==> config.mk <==
export PLATFORM = sky130hd
export DESIGN_NAME = keepalive_cmd_sched
export DESIGN_NICKNAME = d
export VERILOG_FILES = /design/src/rtl/ka_pkg.sv /design/src/rtl/ka_idle_timer.sv /design/src/rtl/ka_recover_latch.sv /design/src/rtl/ka_arbiter.sv /design/src/rtl/keepalive_cmd_sched.sv
export SDC_FILE = /design/constraint.sdc
export NUM_CORES = 1
export LEC_CHECK = 0
export BUFFER_PORTS_ARGS = -buffer_cell sky130_fd_sc_hd__clkbuf_2
export CAP_MARGIN = 30
export CORE_MARGIN = 4
export CORE_UTILIZATION = 40
export DETAILED_ROUTE_END_ITERATION = 10
export SETUP_SLACK_MARGIN = 0.5
export SLEW_MARGIN = 20
export SYNTH_ARGS = -nofsm -noshare
export SYNTH_HDL_FRONTEND = slang
export SYNTH_SLANG_ARGS = --single-unit
==> constraint.sdc <==
create_clock -name clk -period 1.4 [get_ports clk]
set_clock_uncertainty 0.1 [all_clocks]
set_input_delay 0.28 -clock clk [delete_from_list [all_inputs] [get_ports clk]]
set_output_delay 0.28 -clock clk [all_outputs]
set_load 0.01 [all_outputs]
==> src/rtl/ka_pkg.sv <==
package ka_pkg;
  localparam int KA_CMD_W = 4;

  typedef enum logic [1:0] {
    SEL_NONE = 2'd0,
    SEL_RST  = 2'd1,
    SEL_TRIG = 2'd2,
    SEL_KA   = 2'd3
  } ka_sel_e;
endpackage

==> src/rtl/ka_idle_timer.sv <==
module ka_idle_timer #(
  parameter int IDLE_TICKS = 2045
) (
  input  logic clk,
  input  logic rst,
  input  logic restart,
  output logic due
);
  localparam int CW = $clog2(IDLE_TICKS + 1);
  localparam logic [CW-1:0] LAST = CW'(IDLE_TICKS - 1);

  logic [CW-1:0] cnt;

  always_ff @(posedge clk) begin
    if (rst)            cnt <= '0;
    else if (restart)   cnt <= '0;
    else if (cnt != LAST) cnt <= cnt + 1'b1;
  end

  assign due = (cnt == LAST);
endmodule

==> src/rtl/ka_recover_latch.sv <==
module ka_recover_latch (
  input  logic clk,
  input  logic rst,
  input  logic pulse,
  input  logic taken,
  output logic pend
);
  always_ff @(posedge clk) begin
    if (rst)        pend <= 1'b0;
    else if (pulse) pend <= 1'b1;
    else if (taken) pend <= 1'b0;
  end
endmodule

==> src/rtl/ka_arbiter.sv <==
module ka_arbiter
  import ka_pkg::*;
(
  input  logic    rst_pend,
  input  logic    req_valid,
  input  logic    due,
  output ka_sel_e sel,
  output logic    grant
);
  always_comb begin
    grant = 1'b0;
    if (rst_pend)       sel = SEL_RST;
    else if (req_valid) begin
      sel   = SEL_TRIG;
      grant = 1'b1;
    end
    else if (due)       sel = SEL_KA;
    else                sel = SEL_NONE;
  end
endmodule

==> src/rtl/keepalive_cmd_sched.sv <==
module keepalive_cmd_sched
  import ka_pkg::*;
#(
  parameter int IDLE_TICKS = 2045,
  parameter int CMD_W = KA_CMD_W,
  parameter logic [CMD_W-1:0] KEEPALIVE_CODE = CMD_W'(1),
  parameter logic [CMD_W-1:0] CHIPRST_CODE = CMD_W'(14)
) (
  input  logic             clk,
  input  logic             rst,
  input  logic             req_valid,
  input  logic [CMD_W-1:0] req_cmd,
  output logic             req_grant,
  input  logic             recover,
  input  logic             ka_clear,
  output logic [CMD_W-1:0] cmd_out,
  output logic             cmd_valid,
  output logic             ka_seen
);
  ka_sel_e          sel;
  logic             due;
  logic             rst_pend;
  logic             issue;
  logic [CMD_W-1:0] next_cmd;

  assign issue = (sel != SEL_NONE);

  ka_idle_timer #(.IDLE_TICKS(IDLE_TICKS)) u_timer (
    .clk(clk), .rst(rst), .restart(issue), .due(due)
  );

  ka_recover_latch u_recover (
    .clk(clk), .rst(rst), .pulse(recover),
    .taken(sel == SEL_RST), .pend(rst_pend)
  );

  ka_arbiter u_arb (
    .rst_pend(rst_pend), .req_valid(req_valid), .due(due),
    .sel(sel), .grant(req_grant)
  );

  always_comb begin
    unique case (sel)
      SEL_RST:  next_cmd = CHIPRST_CODE;
      SEL_TRIG: next_cmd = req_cmd;
      SEL_KA:   next_cmd = KEEPALIVE_CODE;
      default:  next_cmd = '0;
    endcase
  end

  always_ff @(posedge clk) begin
    if (rst) begin
      cmd_out   <= '0;
      cmd_valid <= 1'b0;
      ka_seen   <= 1'b0;
    end else begin
      cmd_out   <= next_cmd;
      cmd_valid <= issue;
      if (sel == SEL_KA)  ka_seen <= 1'b1;
      else if (ka_clear)  ka_seen <= 1'b0;
    end
  end
endmodule

==> results.py <==
metrics = {
    "status": {
        "status": "finished, violations left",
        "violations": "setup timing",
    },
    "setup_path": {
        "endpoint_kind": "register",
        "cp_max_fo": 6,
        "crit_required_ns": 1.54,
        "crit_arrival_ns": 1.60,
        "rr_startpoint": "u_timer.cnt[6]",
        "critPathLaunchType": "register",
        "reg2reg_depth": 4,
        "r2r-end": "u_timer.cnt[9]",
        "r2r_setup_slack_ns": -0.06,
        "critPathKind": "reg2reg",
    },
    "synthesis": {
        "syn_area_per_cell_sq_um": 9.482,
        "syn-num-nets": 94,
        "yosys_warnings": 0,
        "synth_area_sq_um": 787.0,
        "ys_types": 30,
        "netlist_instances": 83,
        "synth_seq_cells": 18,
        "ys_seq_area_frac": 0.4579,
    },
    "floorplan": {
        "start_util": 0.4368,
        "die_w_microns": 52.36,
        "chipHeight_microns": 52.36,
        "rows": 15,
        "core-area_sq_um": 1802,
        "die_area_sq_um": 2741,
        "num_io_pins": 16,
    },
    "place": {
        "gp_congestion": 0.7590,
        "dp.cells": 136,
        "hpwl_microns": 1236,
        "portBuffers": 15,
    },
    "clocking": {
        "cts_made_buffers": 3,
        "clkLatencyLatePin_ns": 0.30,
        "cts_tree": "built",
        "clockBufferDepth": 2,
        "clkTransAtPathRegs_ns": 0.10,
        "htree_levels": 1,
        "cts_sinks": 18,
        "root_buffer": "clkbuf_4",
        "hold_buffers": 0,
    },
    "sta": {
        "fmax_ghz": 0.6867,
        "tightest_slew_ns": 0.2475,
        "rsz0062_at_grt": "true",
        "setup_ws_ns": -0.05622,
        "slew_viol_final": 0,
        "hold_viol_final": 0,
        "fin_crit_sh": 1.040,
        "final-setup-viol-count": 5,
        "period_minus_slack_ns": 1.456,
        "slew-limit-headroom": 0.8336,
        "timing.hold.ws_ns": 0.08615,
    },
    "drt": {
        "drt_iter0_drc": 10,
        "drc_errors": 0,
        "routed_wl_microns": 2184,
        "route.vias.total": 750,
        "ant_nets": 0,
        "viasPerCell": 5.034,
        "wl_per_cell_microns": 14.66,
        "dr.pass1.iters": 5,
    },
    "global_route": {
        "overflow": 0,
        "first_global_vias": 725,
        "grt_pass1_wl_microns": 3180,
        "gr-usage-all-layers": 0.1574,
        "antenna_found_initial": 0,
        "grt_max_degree": 10,
    },
    "layout": {
        "area_growth_pct": 65.34,
        "antennaDiodeCount": 0,
        "seq_area_sq_um": 386.6,
        "fin_nets": 137,
        "fill_cells": 139,
        "drive_gt1_frac": 0.7177,
        "instances_no_fill": 149,
        "multi_input_area_sq_um": 500.5,
    },
    "power": {
        "power.switching_uw": 223.9,
        "seq_power_share": 0.578,
        "clock_power_share": 0.288,
        "vdd_drop_max_mv": 0.3971,
        "switching_share": 0.2462,
        "p_leak_uw": 0.0005277,
        "internal_power_uw": 685.8,
        "power.density_nw_per_um2": 699.1,
        "comb_power_share": 0.134,
    },
    "hold_path": {
        "min_path_type": "in2reg",
        "min_from": "recover",
        "min_to": "u_recover.pend",
        "min_path_cells": 2,
    },
    "flow_run": {
        "maxCapViolations": 0,
    },
}
## layer usage
metal | routed length (microns) | GRT usage | up-vias | part of all wire
met5 | 0 | 0 | - | 0
met4 | 26 | 0.05957 | 0 | 0.012
met3 | 87 | 0.03134 | 5 | 0.040
met2 | 1119 | 0.2810 | 18 | 0.51
met1 | 950 | 0.1818 | 350 | 0.43
li1 | - | - | 377 | -
## synth_stat cells
cell | count | share of area
a21oi_1 | 9 | 0.057
nand2_1 | 5 | 0.024
o21a_1 | 1 | 0.0095
clkbuf_2 | 1 | 0.0064
or4_1 | 2 | 0.019
buf_6 | 1 | 0.014
xor2_1 | 2 | 0.022
o31a_2 | 1 | 0.013
nand4_1 | 1 | 0.0080
o41ai_2 | 1 | 0.021
o21ai_0 | 4 | 0.025
nor2b_1 | 2 | 0.016
nor3_1 | 2 | 0.013
and3_1 | 1 | 0.0080
dfxtp_1 | 18 | 0.46
nand4_2 | 1 | 0.016
or3_4 | 1 | 0.014
nor2_1 | 9 | 0.043
xnor2_1 | 1 | 0.011
ha_1 | 2 | 0.032
nand3_1 | 3 | 0.019
o31ai_2 | 1 | 0.016
buf_4 | 1 | 0.0095
buf_2 | 1 | 0.0064
or4_4 | 1 | 0.014
nand4_4 | 1 | 0.027
a211oi_2 | 1 | 0.016
o31ai_1 | 2 | 0.019
or3_1 | 3 | 0.024
inv_1 | 4 | 0.019
## worst max path at each step
stage | start | to | cells after the start
global placement | u_timer.cnt[1] | cmd_out[0] | 5
finish | u_timer.cnt[6] | u_timer.cnt[9] | 4
global route | u_timer.cnt[6] | cmd_out[0] | 3
floorplan | u_timer.cnt[1] | cmd_out[0] | 5
detailed placement | u_timer.cnt[1] | cmd_out[0] | 5
CTS | u_timer.cnt[5] | cmd_out[0] | 3
## critical path, stage by stage, from the launching register on
cell and delay (ns):
dfxtp_2 0.38, nand4_4 0.16, buf_6 0.15, or4_4 0.47
a21oi_2 0.14
## per-stage QoR
| stage | setup slack [ns] | instance area [sq um] | TNS, ns | util | power (uW) |
|---|---|---|---|---|---|
| 6_report | -0.05622 | 1301 | -0.1366 | 0.7222 | 909.7 |
| 5_1_grt | -0.1375 | 1301 | -0.7096 | 0.7222 | 946.9 |
| 3_5_place_dp | -0.01802 | 1033 | -0.01982 | 0.5736 | 622.1 |
| 3_3_place_gp | 0.01445 | 1033 | 0 | 0.5736 | 621.3 |
| 2_1_floorplan | 0.04653 | 834.6 | 0 | - | 590.9 |
| 4_1_cts | -0.01003 | 1175 | -0.01003 | 0.6521 | 882.6 |
## kinds of logic after synthesis
group                      Yosys count  share of synthesized area
AOI/OAI and AO/OA                   20                     0.1765
xor gates and xnor gates             3                    0.03339
adders and majority gates            2                    0.03179
buffers and inverters                8                    0.05563
DFF                                 18                     0.4579
and+or+nand+nor                     32                     0.2448
## cell usage in the layout, fill, tap and decap left out, types with 2 or more instances in the layout
cell      instances
buf_4            17
buf_6            12
dfxtp_2           9
a21oi_2           8
clkbuf_2          8
nor2_1            5
dfxtp_1           5
nor2_2            4
buf_2             4
dfxtp_4           4
o21ai_0           3
or3_1             3
nand2_1           3
clkbuf_4          3
nand3_1           2
nand4_4           2
nor3_1            2
xor2_1            2
or4_4             2
inv_1             2
o31ai_1           2
ha_4              2
## flip-flops by register name, indices dropped and copies added, names as in the netlist
register	flops
cmd_out	4
cmd_valid	1
ka_seen	1
u_recover.pend	1
u_timer.cnt	11
## power groups by stage
stage / combinational (uW) / clock, uW / sequential [uW]
floorplan: 45.4 / 0 / 545
global placement: 80.1 / 0 / 541
detailed placement: 80.7 / 0 / 541
CTS: 95.4 / 259 / 528
global route: 131 / 288 / 527
finish: 122 / 262 / 526
## layout make-up
cell class	count	area share
Inverter	4	0.01346
Timing Repair Buffer	42	0.2635
Tap cell	25	0.02404
Clock buffer	3	0.01731
Sequential cell	18	0.2971
Multi-Input combinational cell	57	0.3846
## what timing repair did
item | 4_1_cts | 5_1_grt
buffers inserted | 5 | 5
setup endpoints to repair | 21 | 22
endpoints found under the hold margin | 0 | 0
pin swaps | 5 | 9
gates resized for setup | 25 | 31
Note: power is estimated with default switching activity, not from simulation.
